## src/rtl/pgm_clk_div_pkg.sv

```systemverilog
package pgm_clk_div_pkg;

   localparam int CFG_W       = 32;
   localparam int DIV_W_DEF   = 9;
   localparam int EN_POS_DEF  = 15;
   localparam int RST_DIV_DEF = 15;
   localparam bit RST_EN_DEF  = 1'b1;

   // Mask of the bits that hold state, for a given layout.
   function automatic logic [CFG_W-1:0] live_mask(input int div_w, input int en_pos);
      logic [CFG_W-1:0] m;
      m = '0;
      for (int i = 0; i < div_w; i++) m[i] = 1'b1;
      m[en_pos] = 1'b1;
      return m;
   endfunction

endpackage

```

## src/rtl/pgm_clk_div_guard.sv

```systemverilog
module pgm_clk_div_guard #(
   parameter int DIV_W = 9
) (
   input  logic             cur_en_i,
   input  logic [DIV_W-1:0] cur_div_i,
   input  logic             we_i,
   input  logic             new_en_i,
   input  logic [DIV_W-1:0] new_div_i,
   output logic             div_load_o,
   output logic             violation_o
);

   logic changes_div;
   logic stays_running;

   always_comb begin
      changes_div   = (new_div_i != cur_div_i);
      stays_running = cur_en_i && new_en_i;
      violation_o   = we_i && stays_running && changes_div;
      div_load_o    = we_i && !violation_o;
   end

endmodule

```

## src/rtl/pgm_clk_div_reg.sv

```systemverilog
module pgm_clk_div_reg
   import pgm_clk_div_pkg::*;
#(
   parameter int         DIV_W   = DIV_W_DEF,
   parameter int         EN_POS  = EN_POS_DEF,
   parameter logic       RST_EN  = RST_EN_DEF,
   parameter int         RST_DIV = RST_DIV_DEF
) (
   input  logic             clk,
   input  logic             rst_n,
   input  logic             we_i,
   input  logic             wen_i,
   input  logic [DIV_W-1:0] wdiv_i,
   output logic [CFG_W-1:0] rdata_o,
   output logic             en_o,
   output logic [DIV_W-1:0] div_o,
   output logic             err_o,
   output logic             run_o
);

   localparam logic [DIV_W-1:0] RST_DIV_V = DIV_W'(RST_DIV);

   logic             en_q;
   logic [DIV_W-1:0] div_q;
   logic             err_q;
   logic             div_load;
   logic             violation;

   pgm_clk_div_guard #(.DIV_W(DIV_W)) u_guard (
      .cur_en_i    (en_q),
      .cur_div_i   (div_q),
      .we_i        (we_i),
      .new_en_i    (wen_i),
      .new_div_i   (wdiv_i),
      .div_load_o  (div_load),
      .violation_o (violation)
   );

   always_ff @(posedge clk) begin
      if (!rst_n) begin
         en_q  <= RST_EN;
         div_q <= RST_DIV_V;
         err_q <= 1'b0;
      end else begin
         if (we_i)      en_q  <= wen_i;
         if (div_load)  div_q <= wdiv_i;
         if (violation) err_q <= 1'b1;
      end
   end

   always_comb begin
      rdata_o               = '0;
      rdata_o[EN_POS]       = en_q;
      rdata_o[DIV_W-1:0]    = div_q;
   end

   assign en_o  = en_q;
   assign div_o = div_q;
   assign err_o = err_q;
   assign run_o = en_q && (div_q != '0);

endmodule

```

## src/rtl/pgm_clk_div_gen.sv

```systemverilog
module pgm_clk_div_gen #(
   parameter int DIV_W    = 9,
   parameter bit LONG_LOW = 1'b1
) (
   input  logic             clk,
   input  logic             rst_n,
   input  logic             run_i,
   input  logic [DIV_W-1:0] div_i,
   output logic             clk_o
);

   localparam int RW = DIV_W + 1;

   logic [RW-1:0]    ratio;
   logic [RW-1:0]    half;
   logic [RW-1:0]    low_len;
   logic [DIV_W-1:0] cnt_q;
   logic [DIV_W-1:0] cnt_nxt;
   logic             out_q;

   assign ratio = {1'b0, div_i} + RW'(1);
   assign half  = ratio >> 1;

   generate
      if (LONG_LOW) begin : g_low_long
         assign low_len = ratio - half;
      end else begin : g_low_short
         assign low_len = half;
      end
   endgenerate

   always_comb begin
      if (!run_i)
         cnt_nxt = '0;
      else if (cnt_q >= div_i)
         cnt_nxt = '0;
      else
         cnt_nxt = cnt_q + DIV_W'(1);
   end

   always_ff @(posedge clk) begin
      if (!rst_n) begin
         cnt_q <= '0;
         out_q <= 1'b0;
      end else begin
         cnt_q <= cnt_nxt;
         out_q <= run_i && ({1'b0, cnt_nxt} >= low_len);
      end
   end

   assign clk_o = out_q;

endmodule

```

## src/rtl/pgm_clk_div.sv

```systemverilog
module pgm_clk_div
   import pgm_clk_div_pkg::*;
#(
   parameter int   DIV_W    = DIV_W_DEF,
   parameter int   EN_POS   = EN_POS_DEF,
   parameter logic RST_EN   = RST_EN_DEF,
   parameter int   RST_DIV  = RST_DIV_DEF,
   parameter bit   LONG_LOW = 1'b1
) (
   input  logic             clk,
   input  logic             rst_n,
   input  logic             cfg_we,
   input  logic [CFG_W-1:0] cfg_wdata,
   output logic [CFG_W-1:0] cfg_rdata,
   output logic             div_clk_o,
   output logic             cfg_err_o
);

   localparam logic [CFG_W-1:0] LIVE = live_mask(DIV_W, EN_POS);

   generate
      if (DIV_W < 2 || DIV_W >= EN_POS)
         $error("divisor field must be 2 bits or more and sit below the enable bit");
      if (EN_POS >= CFG_W)
         $error("enable bit outside the configuration word");
      if (RST_DIV < 0 || RST_DIV >= (1 << DIV_W))
         $error("reset divisor does not fit the divisor field");
   endgenerate

   logic             en;
   logic [DIV_W-1:0] div;
   logic             run;
   logic             unused_rsv;

   assign unused_rsv = ^(cfg_wdata & ~LIVE);

   pgm_clk_div_reg #(
      .DIV_W   (DIV_W),
      .EN_POS  (EN_POS),
      .RST_EN  (RST_EN),
      .RST_DIV (RST_DIV)
   ) u_reg (
      .clk     (clk),
      .rst_n   (rst_n),
      .we_i    (cfg_we),
      .wen_i   (cfg_wdata[EN_POS]),
      .wdiv_i  (cfg_wdata[DIV_W-1:0]),
      .rdata_o (cfg_rdata),
      .en_o    (en),
      .div_o   (div),
      .err_o   (cfg_err_o),
      .run_o   (run)
   );

   pgm_clk_div_gen #(
      .DIV_W    (DIV_W),
      .LONG_LOW (LONG_LOW)
   ) u_gen (
      .clk   (clk),
      .rst_n (rst_n),
      .run_i (run),
      .div_i (div),
      .clk_o (div_clk_o)
   );

   logic unused_en;
   assign unused_en = en;

endmodule

```

## config.mk

```make
export PLATFORM = sky130hd
export DESIGN_NAME = pgm_clk_div
export DESIGN_NICKNAME = d
export VERILOG_FILES = /design/src/rtl/pgm_clk_div_pkg.sv /design/src/rtl/pgm_clk_div_guard.sv /design/src/rtl/pgm_clk_div_reg.sv /design/src/rtl/pgm_clk_div_gen.sv /design/src/rtl/pgm_clk_div.sv
export SDC_FILE = /design/constraint.sdc
export NUM_CORES = 1
export LEC_CHECK = 0
export ABC_AREA = 1
export BUFFER_PORTS_ARGS = -buffer_cell sky130_fd_sc_hd__clkbuf_2
export CAP_MARGIN = 25
export CORE_MARGIN = 2
export CORE_UTILIZATION = 48
export CTS_BUF_LIST = sky130_fd_sc_hd__clkbuf_16
export CTS_CLUSTER_DIAMETER = 40
export CTS_CLUSTER_SIZE = 40
export DETAILED_ROUTE_END_ITERATION = 6
export GPL_TIMING_DRIVEN = 0
export PLACE_DENSITY = 0.78
export SYNTH_ARGS = -nofsm -noshare
export SYNTH_HDL_FRONTEND = slang
export SYNTH_SLANG_ARGS = --single-unit
```

## constraint.sdc

```tcl
create_clock -name clk -period 2.7 [get_ports clk]
set_input_delay 0.27 -clock clk [delete_from_list [all_inputs] [get_ports clk]]
set_output_delay 0.27 -clock clk [all_outputs]
set_load 0.01 [all_outputs]
```

==> results of run 1 <==
==> registers in the layout (all words and copies together) (netlist names) <==
| signal | flops |
|---|---|
| u_gen.clk_o | 1 |
| u_gen.cnt_q | 9 |
| u_reg.div_o | 9 |
| u_reg.en_o | 1 |
| u_reg.err_o | 1 |
==> metal layers <==
layer	vias up	wire length, um	GRT usage (%)	share of wire (%)
met4	0	95	7.27	1.7
met2	59	2840	36.8	51
met1	1017	2430	25.5	43
met5	-	0	0	0
li1	1212	-	-	-
met3	11	247	1.63	4.4
==> path summary, 6_finish.rpt <==
| kind | to | slack (ps) |
|---|---|---|
| setup / recovery | u_gen.clk_o | -170 |
| hold / removal | u_reg.en_o | 260 |
| setup reg to reg | u_gen.clk_o | -170 |
| hold reg to reg | u_reg.err_o | 450 |
==> layout by cell type, fill, tap and decap left out, types with 5 or more instances in the layout <==
master    count
inv_1        48
conb_1       22
xnor2_1       9
a21oi_2       7
a21oi_1      10
nor2_2        6
nand2_2       6
dfxtp_1      15
ha_1         27
buf_4        33
nor3_1       14
nor2_1       26
nand3_1      27
inv_2         5
nand2_1      73
clkbuf_2     23
nand4_1       6
==> power groups by stage <==
stage | sequential (mW) | clock, mW | combinational, mW
after floorplan | 0.357 | 0 | 0.451
after global placement | 0.355 | 0 | 0.555
after detailed placement | 0.356 | 0 | 0.570
after CTS | 0.346 | 0.324 | 0.628
after global routing | 0.350 | 0.336 | 0.800
final | 0.348 | 0.319 | 0.715
==> critical path, cell delays in order, from the launching register on <==
cell      delay, ps
dfxtp_4         380
ha_4            140
nand2_4          60
nor3_4          160
xor2_2          240
inv_2            70
ha_4            270
nand2_4          60
nand2_2          60
o21bai_4        180
a21oi_4         150
xor2_1          190
ha_1            270
nand2_1          90
o21bai_1        100
nand3_1          80
nand2_1          60
nand3_1          60
a21oi_1         120
nor2_1           50
==> area by class of cell <==
class / count / area, um^2 / area share, %
inverter: 53 / 201 / 6.69
tap: 67 / 83.8 / 2.78
sequential: 21 / 438 / 14.5
buffer: 31 / 246 / 8.19
multi-input combinational: 272 / 1760 / 58.3
clock buffer: 3 / 75.1 / 2.49
clock inverter: 1 / 3.75 / 0.125
timing repair buffer: 33 / 206 / 6.86
==> metrics by stage <==
stage,utilization (%),setup WS (ps),power [mW]
2_1_floorplan,-,-11.2,0.808
3_3_place_gp,56.2,-338,0.911
3_5_place_dp,56.2,-363,0.926
4_1_cts,60.4,-219,1.30
5_1_grt,63.7,-315,1.49
6_report,63.7,-172,1.38
==> cell families after synthesis <==
logic type / Yosys count
flops: 21
compound gates: 32
xor+xnor: 15
simple gates: 172
other cells: 1
fa+ha+maj: 31
buf+inv: 84
==> timing repair <==
action | in CTS | in global routing
gates resized for setup | 14 | 38
setup endpoints to repair | 1 | 1
pin swaps | 16 | 15
setup buffers | 9 | 1
gates cloned | 0 | 0
==> impl_metrics.json, run 1 <==
{
  "core-area_um2": 4720,
  "avgSynthCellArea_um2": 6.60,
  "die_area_um2": 5470,
  "synth-compound-area-share_pct": 8.36,
  "maxCapViolations": 0,
  "p_seq_share_pct": 25.2,
  "yosys.area.top_type": "dfxtp_1",
  "num_rows": 25,
  "path_max_fanout": 4,
  "clockPowerShare_pct": 23.1,
  "ys_types": 32,
  "endpoint_kind": "flop",
  "placed_area_um2": 2650,
  "arrival_ps": 3020,
  "routed_wl_mm": 5.61,
  "fin_nets": 481,
  "swShare_pct": 39.1,
  "die_w_um": 73.9,
  "clkSinkCount": 21,
  "hp-start": "cfg_wdata[15]",
  "antenna_found_initial": 0,
  "start_kind": "flop",
  "synth_edf_count": 0,
  "hold_ws_ps": 258,
  "powerDensity_nw_per_um2": 459,
  "cts-root-buf": "clkbuf_16",
  "violations": "setup timing",
  "rsz0062_at_grt": "yes",
  "yosysWarnings": 0,
  "synth_top_family_by_area": "simple AND/OR/NAND/NOR gates",
  "dp_hpwl_mm": 4.11,
  "period_minus_slack_ps": 2870,
  "synth_seq_cells": 21,
  "viasPerCell": 4.78,
  "vdd_drop_max_v": 0.000290,
  "power.leakage_nw": 1.59,
  "gp_congestion": 0.869,
  "setup_viol": 1,
  "ant_nets": 0,
  "grt_pass1_vias": 1999,
  "netlist_top_cells_count": "79 x nand2_1, 49 x inv_1, 32 x nor2_1, 31 x ha_1, 27 x nand3_1",
  "hp-class": "in2reg",
  "synth_ff_type": "dfxtp_1",
  "r2r_cells": 19,
  "fillers": 400,
  "status": "finished with violations",
  "syn2layout_area_growth_pct": 28.2,
  "cts_buffer_depth": 2,
  "ios": 69,
  "routedWlPerCell_um": 11.7,
  "drc_errors": 0,
  "power_frac_comb_pct": 51.7,
  "startpoint": "u_reg.div_o[1]",
  "crit_type": "reg2reg",
  "setup_slack_ps": -172,
  "yosysMostFrequentCell": "nand2_1",
  "power.internal_mw": 0.842,
  "r2r_start": "u_reg.div_o[1]",
  "netlist.area_leader.share_pct": 17.9,
  "initial_utilization_pct": 49.7,
  "syn_area_um2": 2350,
  "htree_levels": 1,
  "synthMuxAreaShare_pct": 0,
  "synth_fa_ha_area_share_pct": 16.5,
  "finalCritPeriodShare_pct": 106,
  "finalNonFillerCells": 481,
  "dp.cells": 467,
  "hold_buffers": 0,
  "design_area_um2": 3010,
  "first_iter_violations": 128,
  "globalRouteOverflowTotal": 0,
  "numCtsBuffers": 3,
  "vias": 2299,
  "path_clk_slew_ps": 60,
  "p_sw_mw": 0.540,
  "syn_inst": 356,
  "maxSlewViolCount": 0,
  "drt_first_pass_iters": 4,
  "synth.yosys.seq_area_share_pct": 17.9,
  "grt_max_degree": 12,
  "hold_viol_final": 0,
  "cts_tree": "done",
  "synth-simple-area-share_pct": 32.6,
  "worstHoldPathCells": 3,
  "async_reset_ff_share_pct": 0,
  "synth-xor-area-share_pct": 5.59,
  "gr-usage-all-layers_pct": 20.4,
  "required_ps": 2850,
  "tns_ps": -172,
  "clk_latency_ps": 250,
  "synth.top_cells.by_area": "dfxtp_1 18%, ha_1 17%, nand2_1 13%, inv_1 7.8%, buf_4 7.7%",
  "fmax_ghz": 0.348,
  "portBuffers": 23,
  "grt_pass1_wl_mm": 8.71,
  "drive_above_1_share_pct": 28.5,
  "fin_skew_ps": 2.58,
  "diodes": 0,
  "die_y_um": 73.9
}
(Power assumes the default switching activity.)
==> run 2, diff against run 1 <==
- ABC_AREA: 1 -> 0
- CORE_UTILIZATION: 48 -> 35
- PLACE_DENSITY: 0.78 -> default
- TNS_END_PERCENT: default -> 20
==> impl_metrics.json, run 2 <==
{
  "required_ps": 2840,
  "rsz0062_at_grt": "yes",
  "grt_pass1_vias": 1711,
  "finalPower_mw": 1.38,
  "numCtsBuffers": 3,
  "hold_ws_ps": 248,
  "r2r_start": "u_reg.div_o[0]",
  "hp-class": "in2reg",
  "status": "finished with violations",
  "fin_nets": 386,
  "crit_type": "reg2reg",
  "antenna_found_initial": 0,
  "vdd_drop_max_v": 0.000237,
  "setup_slack_ps": -217,
  "path_max_fanout": 5,
  "globalRouteOverflowTotal": 0,
  "violations": "setup timing",
  "viasPerCell": 4.69,
  "die_w_um": 80.5,
  "yosys.area.top_type": "dfxtp_1",
  "finalNonFillerCells": 391,
  "maxSlewViolCount": 0,
  "maxCapViolations": 0,
  "r2r_cells": 15,
  "syn2layout_area_growth_pct": 43.1,
  "clk_latency_ps": 260,
  "netlist.area_leader.share_pct": 20.6,
  "drive_above_1_share_pct": 41.4,
  "die_area_um2": 6470,
  "drc_errors": 0,
  "gp_congestion": 0.830,
  "hold_buffers": 0,
  "cts-root-buf": "clkbuf_16",
  "netlist_top_cells_count": "31 x ha_1, 24 x buf_4, 21 x dfxtp_1, 21 x xor2_1, 20 x inv_1",
  "initial_utilization_pct": 36.7,
  "cts_buffer_depth": 2,
  "final_common_cell": "buf_4",
  "grt_pass1_wl_mm": 7.91,
  "htree_levels": 1,
  "synth_seq_cells": 21,
  "dp_hpwl_mm": 3.56,
  "syn_inst": 249,
  "first_iter_violations": 53,
  "vias": 1833,
  "hold_viol_final": 0,
  "multi_input_area_um2": 1700,
  "start_kind": "flop",
  "ant_nets": 0,
  "routed_wl_mm": 5.22,
  "async_reset_ff_share_pct": 0,
  "core-area_um2": 5570,
  "die_y_um": 80.5,
  "setup_viol": 1,
  "gr-usage-all-layers_pct": 15.6,
  "syn_area_um2": 2050,
  "avgSynthCellArea_um2": 8.22,
  "arrival_ps": 3060,
  "yosysMostFrequentCell": "ha_1",
  "drt_first_pass_iters": 4,
  "num_rows": 27,
  "fmax_ghz": 0.343,
  "synth_ff_type": "dfxtp_1",
  "power.leakage_nw": 1.37,
  "portBuffers": 24,
  "finalCritPeriodShare_pct": 108,
  "synth.yosys.seq_area_share_pct": 20.6,
  "ios": 69,
  "cts_tree": "done",
  "timing.rr.end": "u_gen.clk_o",
  "startpoint": "u_reg.div_o[0]",
  "clkSinkCount": 21,
  "seq_area_um2": 442,
  "rrSetupSlack_ps": -220,
  "path_clk_slew_ps": 60,
  "diodes": 0,
  "period_minus_slack_ps": 2920,
  "endpoint_kind": "flop",
  "synth_edf_count": 0,
  "fin_skew_ps": 4.46,
  "dp.cells": 366,
  "grt_max_degree": 12,
  "synth.top_cells.by_area": "dfxtp_1 21%, ha_1 19%, xor2_1 9.0%, buf_4 8.8%, nor3_1 4.2%",
  "powerDensity_nw_per_um2": 473,
  "critPathCapture": "u_gen.clk_o",
  "ys_types": 38,
  "fillers": 527,
  "routedWlPerCell_um": 13.3,
  "yosysWarnings": 0,
  "most-common-layout-cells": "43 x buf_4, 24 x clkbuf_2, 22 x conb_1"
}
## run 2: cell types whose count changed in the layout (fill, tap and decap cells not counted), sizes merged, moves of 4 or more
cell / before / now
nor2: 33 / 11
o21bai: 5 / 0
inv: 54 / 21
nand3b: 4 / 0
nand3: 28 / 12
nor2b: 0 / 4
o31ai: 0 / 6
o211ai: 1 / 5
xor2: 6 / 21
buf: 39 / 51
nand2: 83 / 12
a21oi: 18 / 8
## run 2: layout make-up
type | count | area share (%)
clock buffer | 3 | 2.57
inverter | 20 | 2.65
sequential | 21 | 15.1
timing repair buffer | 45 | 9.75
buffer | 31 | 8.68
clock inverter | 1 | 0.128
tap | 72 | 3.08
multi-input combinational | 198 | 58.1
## run 2: per-layer routing
layer | part of all wire, % | global-route usage [%]
met2 | 49 | 27.1
met3 | 4.5 | 2.36
met4 | 2.5 | 4.41
met5 | 0 | 0
met1 | 44 | 19.8
## run 2: worst min-delay path by stage
| stage | start | end | depth (start not counted) |
|---|---|---|---|
| final | cfg_wdata[15] | u_reg.en_o | 3 |
| after floorplan | cfg_wdata[15] | u_reg.en_o | 2 |
| after global placement | u_reg.err_o | u_reg.err_o | 2 |
| after CTS | cfg_wdata[15] | u_reg.en_o | 3 |
| after detailed placement | u_reg.err_o | u_reg.err_o | 2 |
| after global routing | cfg_wdata[6] | u_reg.div_o[6] | 3 |
## run 2: critical path: stages, from the launching register on
cell and delay [ps]:
dfxtp_4 390, ha_4 200, nand3_4 90, xnor2_2 190
inv_1 100, ha_4 230, o21ai_2 60, a21oi_2 60
o31a_1 320, a21bo_2 240, a21oi_2 120, xor2_1 190
ha_2 300, o21a_1 100, o21ai_1 140, nor4_2 70
## run 2: what timing repair did
item,CTS,global route
resized for setup,23,32
buffers inserted,14,7
cloned,0,0
setup endpoints to repair,1,1
pin swaps,15,21
## run 2: cell families after synthesis
kind of cell,after synthesis,share of synthesized area [%]
DFF,21,20.6
adders and majority gates,31,19.0
and+or+nand+nor,77,19.3
other,1,0.183
AOI/OAI and AO/OA,37,11.9
muxes,1,0.489
buffers and inverters,51,15.8
xor gates and xnor gates,30,12.8
## run 2: through the flow
stage | setup TNS [ps] | util (%) | cell area, um^2 | setup WS [ps]
after floorplan | -11.8 | - | 2180 | -11.8
after global placement | -309 | 42.9 | 2390 | -309
after detailed placement | -292 | 42.9 | 2390 | -292
after CTS | -245 | 48.1 | 2680 | -245
after global routing | -438 | 52.5 | 2930 | -438
final | -217 | 52.5 | 2930 | -217
## run 2: where the power goes
group / leakage (nW) / internal [mW] / switching [mW] / total [mW]
registers: 0.174 / 0.326 / 0.0223 / 0.348
clock network: 0.0423 / 0.198 / 0.118 / 0.315
logic: 1.16 / 0.364 / 0.357 / 0.721
